--- config.mk ---
export PLATFORM = sky130hd
export DESIGN_NAME = dma_addr_stepper
export DESIGN_NICKNAME = d
export VERILOG_FILES = /design/src/rtl/dma_step_pkg.sv /design/src/rtl/dma_step_datapath.sv /design/src/rtl/dma_step_ctrl.sv /design/src/rtl/dma_addr_stepper.sv
export SDC_FILE = /design/constraint.sdc
export NUM_CORES = 1
export LEC_CHECK = 0
export BUFFER_PORTS_ARGS = -buffer_cell sky130_fd_sc_hd__buf_2
export CORE_ASPECT_RATIO = 1.4
export CORE_MARGIN = 8
export CORE_UTILIZATION = 49
export CTS_CLUSTER_SIZE = 24
export DETAILED_ROUTE_END_ITERATION = 16
export HOLD_SLACK_MARGIN = 0.05
export PLACE_DENSITY = 0.83
export SLEW_MARGIN = 20
export SYNTH_ARGS = -nofsm -noshare
export SYNTH_HDL_FRONTEND = slang
export SYNTH_HIERARCHICAL = 1
export SYNTH_SLANG_ARGS = --single-unit
--- constraint.sdc ---
create_clock -name clk -period 4.6 [get_ports clk]
set_input_delay 0 -clock clk [delete_from_list [all_inputs] [get_ports clk]]
set_output_delay 0 -clock clk [all_outputs]
set_load 0.05 [all_outputs]
--- src/rtl/dma_step_pkg.sv ---
package dma_step_pkg;
  typedef struct packed {
    logic load;
    logic step;
  } stepStrobes_t;

  typedef enum logic [1:0] {
    BURST_8   = 2'b00,
    BURST_16  = 2'b01,
    BURST_32  = 2'b10,
    BURST_32B = 2'b11
  } burstSel_e;
endpackage

--- src/rtl/dma_step_datapath.sv ---
module dma_step_datapath
  import dma_step_pkg::*;
#(
  parameter int ADDR_W = 32,
  parameter int LEN_W  = 16
) (
  input  logic              clk,
  input  logic              rstN,
  input  stepStrobes_t      strobes,
  input  logic [ADDR_W-1:0] srcStart,
  input  logic [ADDR_W-1:0] trgStart,
  input  logic [LEN_W-1:0]  xferLen,
  input  logic [1:0]        burstSel,
  input  logic              srcInc,
  input  logic              trgInc,
  input  logic              srcIsPeriph,
  input  logic              trgIsPeriph,
  input  logic              alignEn,
  output logic [ADDR_W-1:0] burstSrcAddr,
  output logic [ADDR_W-1:0] burstTrgAddr,
  output logic [LEN_W-1:0]  burstBytes,
  output logic              remZero,
  output logic [1:0]        incQ,
  output logic [1:0]        perQ,
  output logic              alignQ
);
  localparam int MEM_LSB = 3;
  localparam int PER_LSB = 2;
  localparam int NUM_SIDES = 2;
  localparam logic [ADDR_W-1:0] MEM_MASK = ADDR_W'((1 << MEM_LSB) - 1);
  localparam logic [ADDR_W-1:0] PER_MASK = ADDR_W'((1 << PER_LSB) - 1);

  burstSel_e   sizeQ;
  logic [LEN_W-1:0] remQ;
  logic [LEN_W-1:0] burstSize;
  logic [NUM_SIDES-1:0][ADDR_W-1:0] startAddr;
  logic [NUM_SIDES-1:0][ADDR_W-1:0] addrQ;
  logic [NUM_SIDES-1:0][ADDR_W-1:0] addrOut;

  assign startAddr[0] = srcStart;
  assign startAddr[1] = trgStart;

  always_ff @(posedge clk or negedge rstN) begin
    if (!rstN) begin
      sizeQ  <= BURST_8;
      incQ   <= '0;
      perQ   <= '0;
      alignQ <= 1'b0;
      remQ   <= '0;
    end else if (strobes.load) begin
      sizeQ  <= burstSel_e'(burstSel);
      incQ   <= {trgInc, srcInc};
      perQ   <= {trgIsPeriph, srcIsPeriph};
      alignQ <= alignEn;
      remQ   <= xferLen;
    end else if (strobes.step) begin
      remQ   <= remQ - burstBytes;
    end
  end

  always_comb begin
    case (sizeQ)
      BURST_8:  burstSize = LEN_W'(8);
      BURST_16: burstSize = LEN_W'(16);
      default:  burstSize = LEN_W'(32);
    endcase
  end

  assign burstBytes = (remQ < burstSize) ? remQ : burstSize;
  assign remZero    = (remQ == '0);

  for (genvar g = 0; g < NUM_SIDES; g++) begin : gLane
    logic [ADDR_W-1:0] lowMask;

    always_ff @(posedge clk or negedge rstN) begin
      if (!rstN)                          addrQ[g] <= '0;
      else if (strobes.load)              addrQ[g] <= startAddr[g];
      else if (strobes.step && incQ[g])   addrQ[g] <= addrQ[g] + ADDR_W'(burstBytes);
    end

    assign lowMask    = alignQ ? '0 : (perQ[g] ? PER_MASK : MEM_MASK);
    assign addrOut[g] = addrQ[g] & ~lowMask;
  end

  assign burstSrcAddr = addrOut[0];
  assign burstTrgAddr = addrOut[1];
endmodule

--- src/rtl/dma_step_ctrl.sv ---
module dma_step_ctrl
  import dma_step_pkg::*;
(
  input  logic         clk,
  input  logic         rstN,
  input  logic         start,
  input  logic [1:0]   width,
  input  logic         srcIsPeriph,
  input  logic         trgIsPeriph,
  input  logic         srcFlow,
  input  logic         trgFlow,
  input  logic         srcReq,
  input  logic         trgReq,
  input  logic         burstAck,
  input  logic         remZero,
  output stepStrobes_t strobes,
  output logic         burstValid,
  output logic         done,
  output logic         cfgError,
  output logic [1:0]   flowQ
);
  logic loadedQ;
  logic errQ;
  logic memToMem;
  logic reqOk;

  assign memToMem = !srcIsPeriph && !trgIsPeriph;

  always_ff @(posedge clk or negedge rstN) begin
    if (!rstN) begin
      loadedQ <= 1'b0;
      errQ    <= 1'b0;
      flowQ   <= '0;
    end else if (start) begin
      loadedQ <= 1'b1;
      errQ    <= memToMem && (width != 2'b00);
      flowQ   <= {trgFlow, srcFlow};
    end
  end

  assign reqOk      = (!flowQ[0] || srcReq) && (!flowQ[1] || trgReq);
  assign burstValid = loadedQ && !errQ && !remZero && reqOk;
  assign done       = loadedQ && !errQ && remZero;
  assign cfgError   = errQ;

  assign strobes.load = start;
  assign strobes.step = burstValid && burstAck && !start;
endmodule

--- src/rtl/dma_addr_stepper.sv ---
module dma_addr_stepper
  import dma_step_pkg::*;
#(
  parameter int ADDR_W = 32,
  parameter int LEN_W  = 16
) (
  input  logic              clk,
  input  logic              rstN,
  input  logic              start,
  input  logic [ADDR_W-1:0] srcStart,
  input  logic [ADDR_W-1:0] trgStart,
  input  logic [LEN_W-1:0]  xferLen,
  input  logic [1:0]        burstSel,
  input  logic              srcInc,
  input  logic              trgInc,
  input  logic              srcIsPeriph,
  input  logic              trgIsPeriph,
  input  logic              srcFlow,
  input  logic              trgFlow,
  input  logic              alignEn,
  input  logic [1:0]        width,
  input  logic              srcReq,
  input  logic              trgReq,
  input  logic              burstAck,
  output logic              burstValid,
  output logic [ADDR_W-1:0] burstSrcAddr,
  output logic [ADDR_W-1:0] burstTrgAddr,
  output logic [LEN_W-1:0]  burstBytes,
  output logic              done,
  output logic              cfgError
);
  stepStrobes_t strobes;
  logic         remZero;
  logic [1:0]   flowQ;
  logic [1:0]   incQ;
  logic [1:0]   perQ;
  logic         alignQ;

  dma_step_ctrl uCtrl (
    .clk(clk), .rstN(rstN), .start(start), .width(width),
    .srcIsPeriph(srcIsPeriph), .trgIsPeriph(trgIsPeriph),
    .srcFlow(srcFlow), .trgFlow(trgFlow), .srcReq(srcReq), .trgReq(trgReq),
    .burstAck(burstAck), .remZero(remZero), .strobes(strobes),
    .burstValid(burstValid), .done(done), .cfgError(cfgError), .flowQ(flowQ)
  );

  dma_step_datapath #(.ADDR_W(ADDR_W), .LEN_W(LEN_W)) uPath (
    .clk(clk), .rstN(rstN), .strobes(strobes),
    .srcStart(srcStart), .trgStart(trgStart), .xferLen(xferLen),
    .burstSel(burstSel), .srcInc(srcInc), .trgInc(trgInc),
    .srcIsPeriph(srcIsPeriph), .trgIsPeriph(trgIsPeriph), .alignEn(alignEn),
    .burstSrcAddr(burstSrcAddr), .burstTrgAddr(burstTrgAddr),
    .burstBytes(burstBytes), .remZero(remZero),
    .incQ(incQ), .perQ(perQ), .alignQ(alignQ)
  );
endmodule

==> results.json, run 1 <==
{
  "nets": 1154,
  "synth.mux.area_fraction_pct": 3.564,
  "arrival_ns": 4.59,
  "synth-seq-cells": 91,
  "cts_max_level": 3,
  "hold_viol_final": 0,
  "drt_iter0_drc": 347,
  "routedWlPerCell_um": 17.27,
  "dp_hpwl_um": 14250,
  "synth_xor_area_share_pct": 6.458,
  "cts_tree": "yes",
  "max_cap_violations": 0,
  "ys_types": 61,
  "syn2layout_area_growth_pct": 27.17,
  "synthSimpleGateAreaFrac_pct": 18.54,
  "final_antenna_net_count": 0,
  "skew_ns": 0.008435,
  "grt_max_degree": 84,
  "ios": 180,
  "overflow": 0,
  "slowest_delay_ns": 0.52,
  "hp-class": "input pin to async pin",
  "antenna_found_initial": 0,
  "synth-compound-area-share_pct": 20.80,
  "maxClockFrequency_ghz": 0.2304,
  "cp_top_family": "simple AND/OR/NAND/NOR gates",
  "synth_area_sq_um": 6917,
  "synth_flop_cell": "dfrtp_1",
  "dr_total_vias": 6759,
  "path_buf_inv": 1,
  "cp_max_fo": 11,
  "worstSkewPairLatency_ns": 0.34,
  "dr.pass1.iters": 4,
  "critPathLaunchType": "flop",
  "gp_congestion": 0.9497,
  "cts.path.max_buffers": 2,
  "synth_area_per_cell_sq_um": 8.539,
  "tightest_slew_ns": 0.8806,
  "dpl_worst_slack_ns": 0.1570,
  "dieArea_sq_um": 18230,
  "diodes": 0,
  "yosysSeqAreaShare_pct": 32.92,
  "r2r.worst_path.cells": 14,
  "finalWirelength_um": 20850,
  "yosys-top-cells-area": "dfrtp_1 (33%), buf_4 (7.5%), ha_1 (6.9%)",
  "fp-row-count": 51,
  "outcome": "finished clean",
  "finalNonFillerCells": 1207,
  "synth_edf_count": 0,
  "cts_buffers": 9,
  "peakVddDrop_uv": 234.7,
  "fillCellCount": 1105,
  "synth_top_family_by_area": "compound AO/OA/AOI/OAI gates",
  "cts.reportedPaths.clkPinSlew_ns": 0.07,
  "yosysWarningCount": 6,
  "drc": 0,
  "initial_core_util_pct": 49.95,
  "cp_cell_sequence": "or4_4, or4_4, a211oi_1, buf_4, and2_1, ha_1, fa_1, a21oi_1, o21ai_1, a211oi_1, nor2_1, a311oi_1, or4_1, a31oi_1",
  "yosysTopAreaCell": "dfrtp_1",
  "grt_pass1_vias": 6950,
  "vias_per_cell": 5.600,
  "cellPowerDensity_nw_per_um2": 319.7,
  "port_buffers": 169,
  "synth_cells": 810,
  "relSlewSlack_pct": 41.15,
  "min_period_ns": 4.341,
  "cts_sinks": 91,
  "cp.depth": 14,
  "die_height_um": 156.6,
  "synth_top_area_share_pct": 32.92,
  "synth_fa_ha_area_share_pct": 7.453,
  "grt_pass1_wl_um": 33510,
  "end_kind": "flop",
  "slew_violations": 0,
  "drive_above_1_share_pct": 21.82,
  "power.leakage_uw": 0.004019,
  "cts_root_buf": "clkbuf_16",
  "setup_ws_ns": 0.2591,
  "path_class": "flop to flop",
  "period_share_pct": 94.37,
  "coreArea_sq_um": 13850,
  "async_reset_ff_share_pct": 100.0,
  "worstPathRequired_ns": 4.85,
  "die_w_um": 116.4,
  "place_inst": 1099,
  "track_usage_pct": 22.79,
  "setup_viol": 0,
  "slowest_stage": "or4_4"
}
-- registers in the layout, indices dropped and copies added, names as in the netlist --
name / cells
uCtrl/cfgError: 1
uCtrl/flowQ: 2
uCtrl/loadedQ: 1
uPath/addrQ: 64
uPath/alignQ: 1
uPath/incQ: 2
uPath/perQ: 2
uPath/remQ: 16
uPath/sizeQ: 2
-- kinds of logic (layout without fill, tap and decap cells) --
group / after synthesis / count (layout)
XOR/XNOR: 51 / 51
AND/OR/NAND/NOR: 254 / 254
other: 2 / 31
AO/OA/AOI/OAI: 231 / 231
multiplexers: 23 / 23
adder cells (fa/ha/maj): 40 / 40
flip-flops: 91 / 91
buffers and inverters: 118 / 301
-- timing repair --
item                       4_1_cts  5_1_grt
setup endpoints to repair        0       15
hold endpoints to repair       129        0
hold buffers                    91        0
gates resized for setup          0        4
setup buffers                    0        1
-- layer usage --
layer / up-vias / part of all wire (%) / track usage (%)
met4: 0 / 2.9 / 9.485
met2: 242 / 52 / 40.89
met3: 52 / 6.2 / 4.821
met1: 3227 / 39 / 25.16
li1: 3238 / - / -
met5: - / 0 / 0
-- cells in the final DEF (no fill, tap or decap), types with 26 or more instances in the layout --
master / Yosys / routed
o21ai_1: 70 / 70
dfrtp_1: 91 / 91
dlygate4sd3_1: 0 / 91
ha_1: 38 / 38
nor2_1: 39 / 39
conb_1: 2 / 31
xor2_1: 26 / 26
nand2_1: 92 / 92
a21oi_1: 45 / 44
buf_2: 0 / 167
-- final timing paths --
| kind | startpoint | end | slack [ns] |
|---|---|---|---|
| setup / recovery | uPath/remQ[6]$_DFFE_PN0P_ | uPath/addrQ[16]$_DFFE_PN0P_ | 0.26 |
| hold / removal | rstN | uPath/addrQ[53]$_DFFE_PN0P_ | 0.16 |
| setup reg to reg | uPath/remQ[6]$_DFFE_PN0P_ | uPath/addrQ[16]$_DFFE_PN0P_ | 0.26 |
| hold reg to reg | uCtrl/loadedQ$_DFFE_PN0P_ | uCtrl/loadedQ$_DFFE_PN0P_ | 0.50 |
| max in group asynchronous | rstN | uPath/remQ[2]$_DFFE_PN0P_ | 3.36 |
| min in group clk | start | uPath/addrQ[32]$_DFFE_PN0P_ | 0.19 |
-- where the power goes --
group	switching, uW	internal, uW	total, uW
Sequential	90.0	880	970
Clock	319	478	796
Combinational	672	373	1050
Total	1080	1730	2810
-- through the flow --
stage	utilization (%)	hold WS [ns]	instance area, sq um	TNS, ns	total power (uW)
final	63.52	0.1648	8796	0	2812
after global placement	54.43	0.01133	7537	0	1914
after CTS	63.31	0.1884	8766	0	2798
after global routing	63.52	0.2141	8796	-0.01088	2959
after detailed placement	54.43	0.01477	7537	0	1933
after floorplan	-	-0.2956	7037	0	1763
-- cell type report --
| cell class | instances | area [sq um] | share of cell area [%] |
|---|---|---|---|
| tap | 185 | 231.5 | 2.632 |
| sequential | 91 | 2277 | 25.89 |
| clock inverter | 6 | 88.84 | 1.010 |
| multi-input combinational | 630 | 4080 | 46.39 |
| timing repair buffer | 269 | 1829 | 20.80 |
| clock buffer | 10 | 229.0 | 2.603 |
| inverter | 16 | 60.06 | 0.6828 |
-- synth_stat cells, types with 3 or more instances --
master     count
a2111oi_0      3
a2111oi_2      3
a211o_1        4
a211oi_1      13
a21o_1         9
a21oi_1       45
a31oi_1       16
and2_1        14
and3_1        17
and4_1         6
buf_1          3
buf_4         69
clkbuf_1      30
dfrtp_1       91
ha_1          38
inv_1         13
inv_2          3
mux2_2        13
mux2i_1       10
nand2_1       92
nand2b_1       3
nand3_1       25
nand4_1       16
nor2_1        39
nor3_1         6
o2111ai_1      5
o211ai_1      10
o21a_1        12
o21ai_0       16
o21ai_1       70
o21bai_1       6
o31ai_1        6
or2_1          3
or3_1          8
or4_1          7
xnor2_1       25
xor2_1        26
Note: power is estimated with default switching activity, not from simulation.
==> run 2, diff against run 1 <==
CORE_MARGIN = unset   (was 8)
REMOVE_ABC_BUFFERS = 1   (was unset)
==> results.json, run 2 (synthesized netlist as in run 1, its figures left out) <==
{
  "setup_ws_ns": 0.2817,
  "dr_total_vias": 6712,
  "mostFrequentLayoutCell": "buf_2",
  "hold_viol_final": 0,
  "grt_pass1_wl_um": 31370,
  "setup_viol": 0,
  "diodes": 0,
  "fin_area_sq_um": 8811,
  "dp_hpwl_um": 12930,
  "track_usage_pct": 27.17,
  "hp-class": "input pin to flop",
  "vias_per_cell": 5.533,
  "final_cell_mix": "buf_2 (167), nand2_1 (92), dlygate4sd3_1 (91), dfrtp_1 (91), o21ai_1 (70)",
  "min_period_ns": 4.318,
  "cts_root_buf": "clkbuf_16",
  "cts_tree": "yes",
  "slew_violations": 0,
  "fillCellCount": 1131,
  "cts.reportedPaths.clkPinSlew_ns": 0.07,
  "drive_above_1_share_pct": 22.08,
  "path_class": "flop to flop",
  "overflow": 0,
  "cp_max_fo": 11,
  "max_cap_violations": 0,
  "final_antenna_net_count": 0,
  "outcome": "finished clean",
  "skew_ns": 0.009779,
  "tightest_slew_ns": 0.9805,
  "nets": 1161,
  "end_kind": "flop",
  "period_share_pct": 93.88,
  "drc": 0,
  "dr.pass1.iters": 5,
  "arrival_ns": 4.53,
  "worstPathRequired_ns": 4.81,
  "fp-row-count": 51,
  "die_w_um": 102.4,
  "gp_congestion": 0.8976,
  "routedWlPerCell_um": 15.98,
  "port_buffers": 169,
  "critPathLaunchType": "flop",
  "peakVddDrop_uv": 171.5,
  "drt_iter0_drc": 279,
  "cts_sinks": 91,
  "coreArea_sq_um": 13850,
  "largest-register": "uPath/addrQ",
  "relSlewSlack_pct": 34.09,
  "finalWirelength_um": 19380,
  "largest_reg_flops": 64,
  "cts.path.max_buffers": 2,
  "cts_max_level": 3,
  "power.leakage_uw": 0.004044,
  "reg.largest.list": "uPath/addrQ: 64 flops, uPath/remQ: 16 flops",
  "die_height_um": 142.6,
  "rsz0062_at_grt": "no",
  "place_area_sq_um": 7579,
  "dieArea_sq_um": 14600,
  "cellPowerDensity_nw_per_um2": 313.4,
  "dpl_worst_slack_ns": -0.02588,
  "antenna_found_initial": 0,
  "grt_max_degree": 86,
  "grt_pass1_vias": 6745,
  "syn2layout_area_growth_pct": 27.39,
  "initial_core_util_pct": 49.95,
  "worstSkewPairLatency_ns": 0.33,
  "ios": 180,
  "cts_buffers": 9,
  "maxClockFrequency_ghz": 0.2316
}
-- run 2: stage by stage --
step                total power, uW  hold WS [ns]  setup TNS [ns]  instances  utilization (%)
floorplan                      1657       -0.2956          -3.032        737                -
global placement               1910    -0.0001474               0       1106            54.73
detailed placement             1929      0.006721        -0.02588       1106            54.73
CTS                            2739        0.1866               0       1212            63.50
global route                   2916        0.2110               0       1213            63.63
finish                         2761        0.1739               0       1213            63.63
-- run 2: power breakdown --
part	total [uW]	switching, uW	leakage (uW)	internal (uW)
Combinational	1040	665	0.00281	378
Sequential	970	89.1	0.00109	880
Clock	748	300	0.000146	448
Total	2760	1050	0.00404	1710
-- run 2: cell type report --
| cell class | count | area, sq um | area share [%] |
|---|---|---|---|
| multi-input combinational | 630 | 4065 | 46.14 |
| clock inverter | 2 | 35.03 | 0.3976 |
| sequential | 91 | 2277 | 25.84 |
| tap | 185 | 231.5 | 2.627 |
| inverter | 16 | 60.06 | 0.6816 |
| timing repair buffer | 276 | 1882 | 21.36 |
| clock buffer | 13 | 260.3 | 2.954 |
-- run 2: metal layers --
metal | global-route usage, % | vias to the layer above | wire [um]
met1 | 30.97 | 3172 | 7858
met2 | 49.77 | 241 | 9982
li1 | - | 3268 | -
met4 | 9.173 | 0 | 382
met3 | 5.157 | 31 | 1158
met5 | 0 | - | 0
-- run 2: critical path: stages (launching register included) --
cell       delay, ns
dfrtp_1         0.39
or4_4           0.54
or4_4           0.52
a211oi_1        0.23
buf_4           0.20
and2_1          0.19
ha_1            0.25
o21ai_1         0.13
o21ai_1         0.28
a31oi_2         0.20
a311oi_2        0.65
o2111ai_1       0.20
xnor2_1         0.16
mux2_2          0.26
-- run 2: timing repair --
item	in CTS	in global routing
hold buffers	91	0
gates resized for setup	2	2
pin swaps	0	1
setup endpoints to repair	2	10
buffers inserted	0	1
hold endpoints to repair	130	0
-- run 2: path summary, 6_finish.rpt --
check / endpoint / slack (ns) / cells past startpoint / start
setup / recovery: uPath/addrQ[55]$_DFFE_PN0P_ / 0.28 / 13 / uPath/remQ[9]$_DFFE_PN0P_
hold / removal: uPath/remQ[13]$_DFFE_PN0P_ / 0.17 / 3 / start
setup reg to reg: uPath/addrQ[55]$_DFFE_PN0P_ / 0.28 / 13 / uPath/remQ[9]$_DFFE_PN0P_
hold reg to reg: uCtrl/loadedQ$_DFFE_PN0P_ / 0.53 / 1 / uCtrl/loadedQ$_DFFE_PN0P_
max in group asynchronous: uPath/addrQ[5]$_DFFE_PN0P_ / 3.33 / 3 / rstN
min in group asynchronous: uPath/addrQ[46]$_DFFE_PN0P_ / 0.18 / 2 / rstN
